[config.mk]
export PLATFORM = sky130hd
export DESIGN_NAME = pci_init_xlate
export DESIGN_NICKNAME = d
export VERILOG_FILES = /design/src/rtl/pci_xl_pkg.sv /design/src/rtl/pci_xl_maps.sv /design/src/rtl/pci_xl_decode.sv /design/src/rtl/pci_xl_build.sv /design/src/rtl/pci_init_xlate.sv
export SDC_FILE = /design/constraint.sdc
export NUM_CORES = 1
export LEC_CHECK = 0
export BUFFER_PORTS_ARGS = -buffer_cell sky130_fd_sc_hd__buf_2
export CORE_MARGIN = 2
export CORE_UTILIZATION = 54
export CTS_CLUSTER_DIAMETER = 200
export DETAILED_ROUTE_END_ITERATION = 12
export MAX_ROUTING_LAYER = met4
export PLACE_DENSITY = 0.88
export SETUP_SLACK_MARGIN = 0.4
export SKIP_CTS_REPAIR_TIMING = 1
export SLEW_MARGIN = 20
export SYNTH_ARGS = -nofsm -noshare
export SYNTH_HDL_FRONTEND = slang
export SYNTH_SLANG_ARGS = --single-unit
[constraint.sdc]
create_clock -name clk -period 6 [get_ports clk]
set_input_delay 0.6 -clock clk [delete_from_list [all_inputs] [get_ports clk]]
set_output_delay 0.6 -clock clk [all_outputs]
set_load 0.02 [all_outputs]
[src/rtl/pci_xl_pkg.sv]
package pci_xl_pkg;
  localparam int PCI_AW       = 32;
  localparam int CFG_SEL_BASE = 10;
  localparam int CFG_DEV_MAX  = PCI_AW - 1 - CFG_SEL_BASE;

  typedef enum logic [3:0] {
    CMD_IO_RD  = 4'b0010,
    CMD_IO_WR  = 4'b0011,
    CMD_MEM_RD = 4'b0110,
    CMD_MEM_WR = 4'b0111,
    CMD_CFG_RD = 4'b1010,
    CMD_CFG_WR = 4'b1011
  } pci_cmd_e;

  typedef enum logic [2:0] {
    WIN_NONE,
    WIN_MEM,
    WIN_IO,
    WIN_CFG_EXT,
    WIN_CFG_OWN,
    WIN_CFG_BAD
  } win_e;

  typedef struct packed {
    logic [PCI_AW-1:0] addr;
    pci_cmd_e          cmd;
  } xl_req_t;
endpackage

[src/rtl/pci_xl_maps.sv]
module pci_xl_maps #(
  parameter int NUM_MST   = 4,
  parameter int MEM_MAP_W = 4,
  parameter int IO_MAP_W  = 16,
  parameter int MST_W     = 2,
  parameter int SEL_W     = 3
) (
  input  logic                 clk,
  input  logic                 rst_n,
  input  logic                 we,
  input  logic [SEL_W-1:0]     sel,
  input  logic [31:0]          wdata,
  input  logic [MST_W-1:0]     rd_id,
  output logic [MEM_MAP_W-1:0] mem_map,
  output logic [IO_MAP_W-1:0]  io_map
);
  localparam logic [SEL_W-1:0] IO_SEL = SEL_W'(NUM_MST);

  logic [NUM_MST-1:0][MEM_MAP_W-1:0] map_q;
  logic [IO_MAP_W-1:0]               io_q;

  // one map per master; only the selected entry changes
  always_ff @(posedge clk) begin
    if (!rst_n) begin
      map_q <= '0;
      io_q  <= '0;
    end else if (we) begin
      for (int i = 0; i < NUM_MST; i++)
        if (sel == SEL_W'(i)) map_q[i] <= wdata[31 -: MEM_MAP_W];
      if (sel == IO_SEL) io_q <= wdata[31 -: IO_MAP_W];
    end
  end

  always_comb begin
    mem_map = '0;
    for (int i = 0; i < NUM_MST; i++)
      if (rd_id == MST_W'(i)) mem_map = map_q[i];
  end

  assign io_map = io_q;
endmodule

[src/rtl/pci_xl_decode.sv]
module pci_xl_decode
  import pci_xl_pkg::*;
#(
  parameter int          MEM_LSB = 28,
  parameter logic [31:0] MEM_WIN = 32'h8,
  parameter logic [31:0] IO_BANK = 32'h7FFE
) (
  input  logic [31:0] addr,
  output win_e        win
);
  localparam int MW = 32 - MEM_LSB;

  logic [4:0] dev;
  assign dev = addr[15:11];

  always_comb begin
    if (addr[31:MEM_LSB] == MEM_WIN[MW-1:0])
      win = WIN_MEM;
    else if (addr[31:17] == IO_BANK[14:0]) begin
      if (!addr[16])                    win = WIN_IO;
      else if (dev == 5'd0)             win = WIN_CFG_OWN;
      else if (int'(dev) > CFG_DEV_MAX) win = WIN_CFG_BAD;
      else                              win = WIN_CFG_EXT;
    end else
      win = WIN_NONE;
  end
endmodule

[src/rtl/pci_xl_build.sv]
module pci_xl_build
  import pci_xl_pkg::*;
#(
  parameter int MEM_LSB   = 28,
  parameter int MEM_MAP_W = 32 - MEM_LSB,
  parameter int IO_MAP_W  = 16
) (
  input  win_e                 win,
  input  logic [31:0]          addr,
  input  logic                 wr,
  input  logic [MEM_MAP_W-1:0] mem_map,
  input  logic [IO_MAP_W-1:0]  io_map,
  output xl_req_t              req
);
  logic [31:0] cfg_low;
  logic [31:0] cfg_line;

  assign cfg_low  = {21'b0, addr[10:2], 2'b00};
  assign cfg_line = 32'd1 << (6'(addr[15:11]) + 6'(CFG_SEL_BASE));

  always_comb begin
    req = '{addr: '0, cmd: CMD_MEM_RD};
    unique case (win)
      WIN_MEM: begin
        req.addr = {mem_map, addr[MEM_LSB-1:0]};
        req.cmd  = wr ? CMD_MEM_WR : CMD_MEM_RD;
      end
      WIN_IO: begin
        req.addr = {io_map, addr[31-IO_MAP_W:0]};
        req.cmd  = wr ? CMD_IO_WR : CMD_IO_RD;
      end
      WIN_CFG_EXT: begin
        req.addr = cfg_line | cfg_low;
        req.cmd  = wr ? CMD_CFG_WR : CMD_CFG_RD;
      end
      WIN_CFG_OWN: begin
        req.addr = cfg_low;
        req.cmd  = wr ? CMD_CFG_WR : CMD_CFG_RD;
      end
      default: ;
    endcase
  end
endmodule

[src/rtl/pci_init_xlate.sv]
module pci_init_xlate
  import pci_xl_pkg::*;
#(
  parameter int          NUM_MST = 4,
  parameter int          MEM_LSB = 28,
  parameter logic [31:0] MEM_WIN = 32'h8,
  parameter logic [31:0] IO_BANK = 32'h7FFE,
  localparam int         MST_W   = (NUM_MST > 1) ? $clog2(NUM_MST) : 1,
  localparam int         SEL_W   = $clog2(NUM_MST + 1)
) (
  input  logic             clk,
  input  logic             rst_n,
  input  logic             mst_en,
  input  logic             periph_slot,
  input  logic             req_valid,
  input  logic [31:0]      req_addr,
  input  logic             req_write,
  input  logic [MST_W-1:0] req_mst,
  input  logic             reg_we,
  input  logic [SEL_W-1:0] reg_sel,
  input  logic [31:0]      reg_wdata,
  output logic             out_valid,
  output logic             out_local,
  output logic             out_err,
  output logic [31:0]      out_addr,
  output logic [3:0]       out_cmd
);
  localparam int MEM_MAP_W = 32 - MEM_LSB;
  localparam int IO_MAP_W  = 16;

  logic [MEM_MAP_W-1:0] mem_map;
  logic [IO_MAP_W-1:0]  io_map;
  win_e                 win;
  xl_req_t              built;
  logic                 accept;

  pci_xl_maps #(
    .NUM_MST(NUM_MST), .MEM_MAP_W(MEM_MAP_W), .IO_MAP_W(IO_MAP_W),
    .MST_W(MST_W), .SEL_W(SEL_W)
  ) u_maps (
    .clk(clk), .rst_n(rst_n), .we(reg_we), .sel(reg_sel), .wdata(reg_wdata),
    .rd_id(req_mst), .mem_map(mem_map), .io_map(io_map)
  );

  pci_xl_decode #(.MEM_LSB(MEM_LSB), .MEM_WIN(MEM_WIN), .IO_BANK(IO_BANK)) u_dec (
    .addr(req_addr), .win(win)
  );

  pci_xl_build #(.MEM_LSB(MEM_LSB), .MEM_MAP_W(MEM_MAP_W), .IO_MAP_W(IO_MAP_W)) u_build (
    .win(win), .addr(req_addr), .wr(req_write),
    .mem_map(mem_map), .io_map(io_map), .req(built)
  );

  // refusal policy: own config always passes, external config also needs system slot
  always_comb begin
    unique case (win)
      WIN_MEM, WIN_IO: accept = mst_en;
      WIN_CFG_EXT:     accept = mst_en && !periph_slot;
      WIN_CFG_OWN:     accept = 1'b1;
      default:         accept = 1'b0;
    endcase
  end

  always_ff @(posedge clk) begin
    if (!rst_n) begin
      out_valid <= 1'b0;
      out_local <= 1'b0;
      out_err   <= 1'b0;
      out_addr  <= '0;
      out_cmd   <= '0;
    end else begin
      out_valid <= req_valid && accept && (win != WIN_CFG_OWN);
      out_local <= req_valid && (win == WIN_CFG_OWN);
      out_err   <= req_valid && !accept;
      if (req_valid) begin
        out_addr <= accept ? built.addr : '0;
        out_cmd  <= accept ? built.cmd  : 4'd0;
      end
    end
  end
endmodule

### Yosys cells after proc, flatten, opt, wreduce, memory -nomap -nowiden

Cells that the tools add are included.

| word-level totals | value |
|---|---|
| register bits after elaboration | 71 |
| input port bits | 76 |
| output and inout bits | 39 |
| logic and storage cells | 60 |

| operators by class | value |
|---|---|
| add/sub/neg operators | 1 |
| order comparisons | 1 |
| equal/unequal tests | 14 |
| shift-type cells | 1 |
| multiplexer cells | 16 |
| bitwise operators | 1 |
| reductions and logical operators | 16 |

Operator list:

| kind | count |
|---|---|
| 36-bit one-hot mux with 4 select lines | 1 |
| 32-bit 2-to-1 mux | 1 |
| 32-bit by 11-bit bitwise OR with 32-bit output | 1 |
| 1-bit by 6-bit left shift with 32-bit output (first input constant) | 1 |
| 4-bit 2-to-1 mux | 5 |
| 15-bit equality test (second input constant) | 1 |
| 3-bit 2-to-1 mux | 5 |
| 3-bit by 2-bit equality test with 1-bit output (second input constant) | 4 |
| 2-bit AND reduction | 5 |
| 5-bit by 4-bit adder with 6-bit output (second input constant) | 1 |
| 3-bit by 1-bit equality test with 1-bit output (second input constant) | 2 |
| 3-bit equality test (second input constant) | 2 |
| 5-bit > comparator (second input constant) | 1 |
| 1-bit logical AND | 5 |
| 5-bit zero test | 1 |
| 2-bit equality test (second input constant) | 2 |
| 4-bit equality test (second input constant) | 1 |
| 3-bit zero test | 1 |
| 1-bit 2-to-1 mux | 3 |
| 3-bit inequality test (second input constant) | 1 |
| 1-bit one-hot mux with 3 select lines | 1 |
| 2-bit by 1-bit equality test with 1-bit output (second input constant) | 1 |
| 1-bit zero test | 2 |
| 2-bit zero test | 1 |
| 2-bit OR reduction | 1 |

### Depth between registers and ports, before layout

| depth | value |
|---|---|
| word-level depth | 11 |
| mapped depth | 11 |
| mapped depth without buffers | 8 |

### Modules after synthesis

A second synthesis with hierarchy kept.

| second synthesis, totals | value |
|---|---|
| cells, all modules | 485 |
| area, all modules | 4,337.9 µm² |

By module, submodules not included:

| module | times used | cells an instance | area an instance (µm²) | sequential area each (µm²) |
|---|---|---|---|---|
| pci_init_xlate | 1 | 223 | 2,048.2 | 780.7 |
| pci_xl_maps | 1 | 130 | 1,340.0 | 640.6 |
| pci_xl_build | 1 | 117 | 837.1 | 0.0 |
| pci_xl_decode | 1 | 15 | 112.6 | 0.0 |

### Worst setup path before layout

Ideal clock, no wire load.

| timing | value |
|---|---|
| path kind | input to register |
| from | in req_addr[12] |
| to | reg out_addr[2] |
| setup time | 0.059 ns |
| arrival time | 2.277 ns |
| data required time | 5.941 ns |
| slack | 3.664 ns |
| cell stages on the path | 10 |
| buffers on the path | 2 |
| cell sequence | clkbuf_1 inv_1 ha_1 a211o_1 nand3_1 and4b_1 and3b_1 clkbuf_1 a22o_1 a22o_1 |

| on the way | value |
|---|---|
| longest elaborated chain between the ends | 10 |
| elaborated cells between the ends (all ways) | 18 |
| those cells by class | add/sub: 1; order compare: 1; eq/ne: 4; shift: 1; mux: 8; bitwise: 1; reduce/logical: 2 |

Ends and longest elaborated chain:

| item | line | source |
|---|---|---|
| start: declaration | pci_init_xlate.sv:16 | `input logic [31:0] req_addr,` |
| 5-bit > comparator | pci_xl_decode.sv:22 | `else if (int'(dev) > CFG_DEV_MAX) win = WIN_CFG_BAD;` |
| 3-bit 2-to-1 mux | pci_xl_decode.sv:22 |  |
| 3-bit 2-to-1 mux | pci_xl_decode.sv:21 | `else if (dev == 5'd0) win = WIN_CFG_OWN;` |
| 3-bit 2-to-1 mux | pci_xl_decode.sv:20 | `if (!addr[16]) win = WIN_IO;` |
| 3-bit 2-to-1 mux | pci_xl_decode.sv:19 | `else if (addr[31:17] == IO_BANK[14:0]) begin` |
| 3-bit 2-to-1 mux | pci_xl_decode.sv:17 | `if (addr[31:MEM_LSB] == MEM_WIN[MW-1:0])` |
| 3-bit by 1-bit equality test with 1-bit output / 3-bit by 2-bit equality test with 1-bit output (equally long branches) | pci_xl_build.sv:23, pci_init_xlate.sv:56 |  |
| 2-bit OR reduction | pci_init_xlate.sv:56 | `unique case (win)` |
| 1-bit one-hot mux with 3 select lines | pci_init_xlate.sv:56 |  |
| 32-bit 2-to-1 mux (*) | pci_init_xlate.sv:76 | `out_addr <= accept ? built.addr : '0;` |
| end signal: assignment | pci_init_xlate.sv:76 |  |
| end: declaration | pci_init_xlate.sv:25 | `output logic [31:0] out_addr,` |

Every way passes the cells marked *; elsewhere a longest branch is shown, timed or not.
A chain may end at the register's enable or synchronous reset.

### Final worst setup path

| timing | value |
|---|---|
| from | in req_addr[12] |
| to | reg out_addr[9] |

The elaborated chain is that of the path after synthesis.

==> flow_metrics.py <==
metrics = {
    "run_status": {
        "status": "completed",
    },
    "placement": {
        "port_buffers": 98,
        "place.gp.congestion": 0.917,
        "placed_area_sq_um": 3860,
        "dp_hpwl_um": 6450,
    },
    "critical_path": {
        "reg2reg_to": "out_addr[28]$_SDFFE_PN0P_",
        "setup.worst_path.end_class": "flop",
        "r2r_cells": 4,
        "reg2reg_slack_ps": 4590,
        "r2r-start": "u_maps.map_q[0]$_SDFFE_PN0P_",
        "critPathRequiredTime_ps": 6280,
        "path_max_fanout": 27,
        "criticalPathCategory": "in -> reg",
        "cp_data_arrival_time_ps": 2570,
        "crit_path_start_kind": "input pin",
    },
    "clocking": {
        "clk_latency_ps": 340,
        "htreeDepth": 3,
        "cts_sinks": 71,
        "clkSlewWorstSetupHoldPaths_ps": 70,
        "cts_tree": "done",
        "cts_buffer_depth": 2,
        "numCtsBuffers": 9,
        "root_buffer": "clkbuf_8",
    },
    "cells_and_area": {
        "final_common_cell": "buf_2",
        "diodes": 0,
        "drive_gt1_frac": 0.278,
        "final_cell_mix": "98 x buf_2, 71 x dfxtp_1, 57 x nand2_1",
        "area_growth_pct": 20.6,
        "fin_util": 0.679,
        "finalInstanceArea_sq_um": 4070,
        "layout.nets": 540,
    },
    "timing": {
        "setup_tns_ps": 0,
        "setup_violations": 0,
        "tightest_slew_ps": 658,
        "drv_slew": 0,
        "rsz0062_at_grt": "false",
        "fmax_mhz": 437,
        "relSlewSlack": 0.561,
        "clock_skew_ps": 6.03,
        "min_period_ps": 2290,
        "hold_viol": 0,
        "period_share": 0.381,
    },
    "power_and_ir_drop": {
        "peakVddDrop_uv": 183,
        "p_leak_nw": 1.73,
        "power_density_nw_per_um2": 236,
    },
    "detailed_routing": {
        "drt-pass1-iter-count": 5,
        "wl_per_cell_um": 15.9,
        "drc": 0,
        "initialDrtViolationCount": 341,
        "via_per_inst": 5.81,
        "wl_um": 8630,
        "drt.antenna.violating_nets": 0,
        "vias": 3149,
    },
    "yosys": {
        "synth.distinct_cells": 48,
        "synthCells": 376,
        "synth_area_per_cell_sq_um": 8.98,
        "ys_ff_latch": 71,
        "synth_edf_count": 0,
        "yosys_most_used_dff": "dfxtp_1",
        "async_flop_share": 0,
        "yosysWarnings": 0,
        "synthesis.nets": 454,
        "synth-seq-area-share": 0.421,
        "synth_area_sq_um": 3380,
    },
    "hold_path": {
        "worstHoldPathType": "reg -> reg",
        "hp-start": "out_addr[11]$_SDFFE_PN0P_",
        "hold-path-cell-count": 2,
        "whs_endpoint": "out_addr[11]$_SDFFE_PN0P_",
    },
    "grt": {
        "grt_usage": 0.264,
        "grt_pass1_wl_um": 14400,
        "gr-total-overflow": 0,
        "grt_max_degree": 38,
        "antenna_found_initial": 0,
        "grt_pass1_vias": 2957,
    },
    "die": {
        "die-area_sq_um": 6900,
        "num_rows": 28,
        "core_area_sq_um": 5990,
        "boundaryPins": 115,
        "chipWidth_um": 83.1,
        "fp.dieH_um": 83.1,
        "start_util": 0.563,
    },
    "flow_run": {
        "maxCapViolCount": 0,
    },
}
flip-flops by register name, indices dropped and copies added (netlist names):
signal         cells
u_maps.io_map     16
out_addr          32
out_cmd            4
out_err            1
out_local          1
u_maps.map_q      16
out_valid          1
stage by stage:
stage                     hold WS [ps]  setup slack, ps  power, mW  cells
after CTS                          451             3760      0.966    542
after detailed placement           439             3400      0.576    526
after global routing               472             3590       1.00    542
final                              451             3710      0.959    542
after global placement             434             3470      0.574    526
after floorplan                    439             3660      0.539    376
how the worst max path moves through the flow:
| stage | end | cells after the start | slack, ps | start |
|---|---|---|---|---|
| floorplan | out_addr[2]$_SDFFE_PN0P_ | 10 | 3660 | req_addr[12] |
| global placement | out_addr[30]$_SDFFE_PN0P_ | 9 | 3470 | req_addr[12] |
| detailed placement | out_addr[2]$_SDFFE_PN0P_ | 9 | 3400 | req_addr[12] |
| CTS | out_addr[2]$_SDFFE_PN0P_ | 9 | 3760 | req_addr[12] |
| global route | out_addr[28]$_SDFFE_PN0P_ | 9 | 3590 | req_addr[12] |
| finish | out_addr[9]$_SDFFE_PN0P_ | 9 | 3710 | req_addr[12] |
cell type report:
type,instances,area (sq um)
clock buffers,11,151
clock inverters,5,56.3
fillers,501,1920
inverters,11,41.3
multi-input cells,268,1790
flip-flops and latches,71,1420
well taps,75,93.8
repair buffers,101,513
power by group:
part / internal (mW) / switching, mW / total, mW
Combinational: 0.0371 / 0.0511 / 0.0882
Clock: 0.214 / 0.178 / 0.392
Sequential: 0.476 / 0.00256 / 0.479
cell usage after synthesis (3+ instances only):
master | n | area share
nand3_1 | 9 | 0.013
nand2_1 | 57 | 0.063
nor2_1 | 10 | 0.011
nor3_1 | 3 | 0.0044
and3_1 | 3 | 0.0056
mux2i_1 | 17 | 0.050
a22o_1 | 31 | 0.080
inv_1 | 10 | 0.011
o21ai_1 | 4 | 0.0059
nor2b_1 | 19 | 0.035
o21ai_0 | 26 | 0.039
a22oi_1 | 16 | 0.036
nor3b_1 | 4 | 0.0089
mux4_2 | 3 | 0.020
nand4_1 | 6 | 0.011
buf_6 | 4 | 0.013
a2bb2oi_1 | 4 | 0.010
dfxtp_1 | 71 | 0.42
a21boi_0 | 16 | 0.036
a21oi_1 | 8 | 0.012
clkbuf_1 | 21 | 0.023
worst max-delay path, cell delays in order:
cell,delay (ps)
buf_2,180
inv_1,110
ha_1,200
a211o_1,260
nand3_1,140
nand4_2,140
nand3_2,120
nor2b_4,570
a22o_1,230
layer usage:
metal / track usage / vias up / routed length (um)
li1: - / 1534 / -
met1: 0.331 / 1437 / 3670
met4: 0.115 / 0 / 248
met5: - / - / 0
met2: 0.400 / 151 / 3980
met3: 0.0726 / 27 / 737
cell families (layout without fill, tap and decap cells):
family | count (synthesis) | count (layout) | share of synthesized area
simple gates | 134 | 134 | 0.215
compound gates | 110 | 110 | 0.231
flops | 71 | 71 | 0.421
buf+inv | 37 | 128 | 0.0504
mux | 20 | 20 | 0.0704
fa+ha+maj | 2 | 2 | 0.00741
xor+xnor | 2 | 2 | 0.00519
Power figures use the tool's default switching activity.
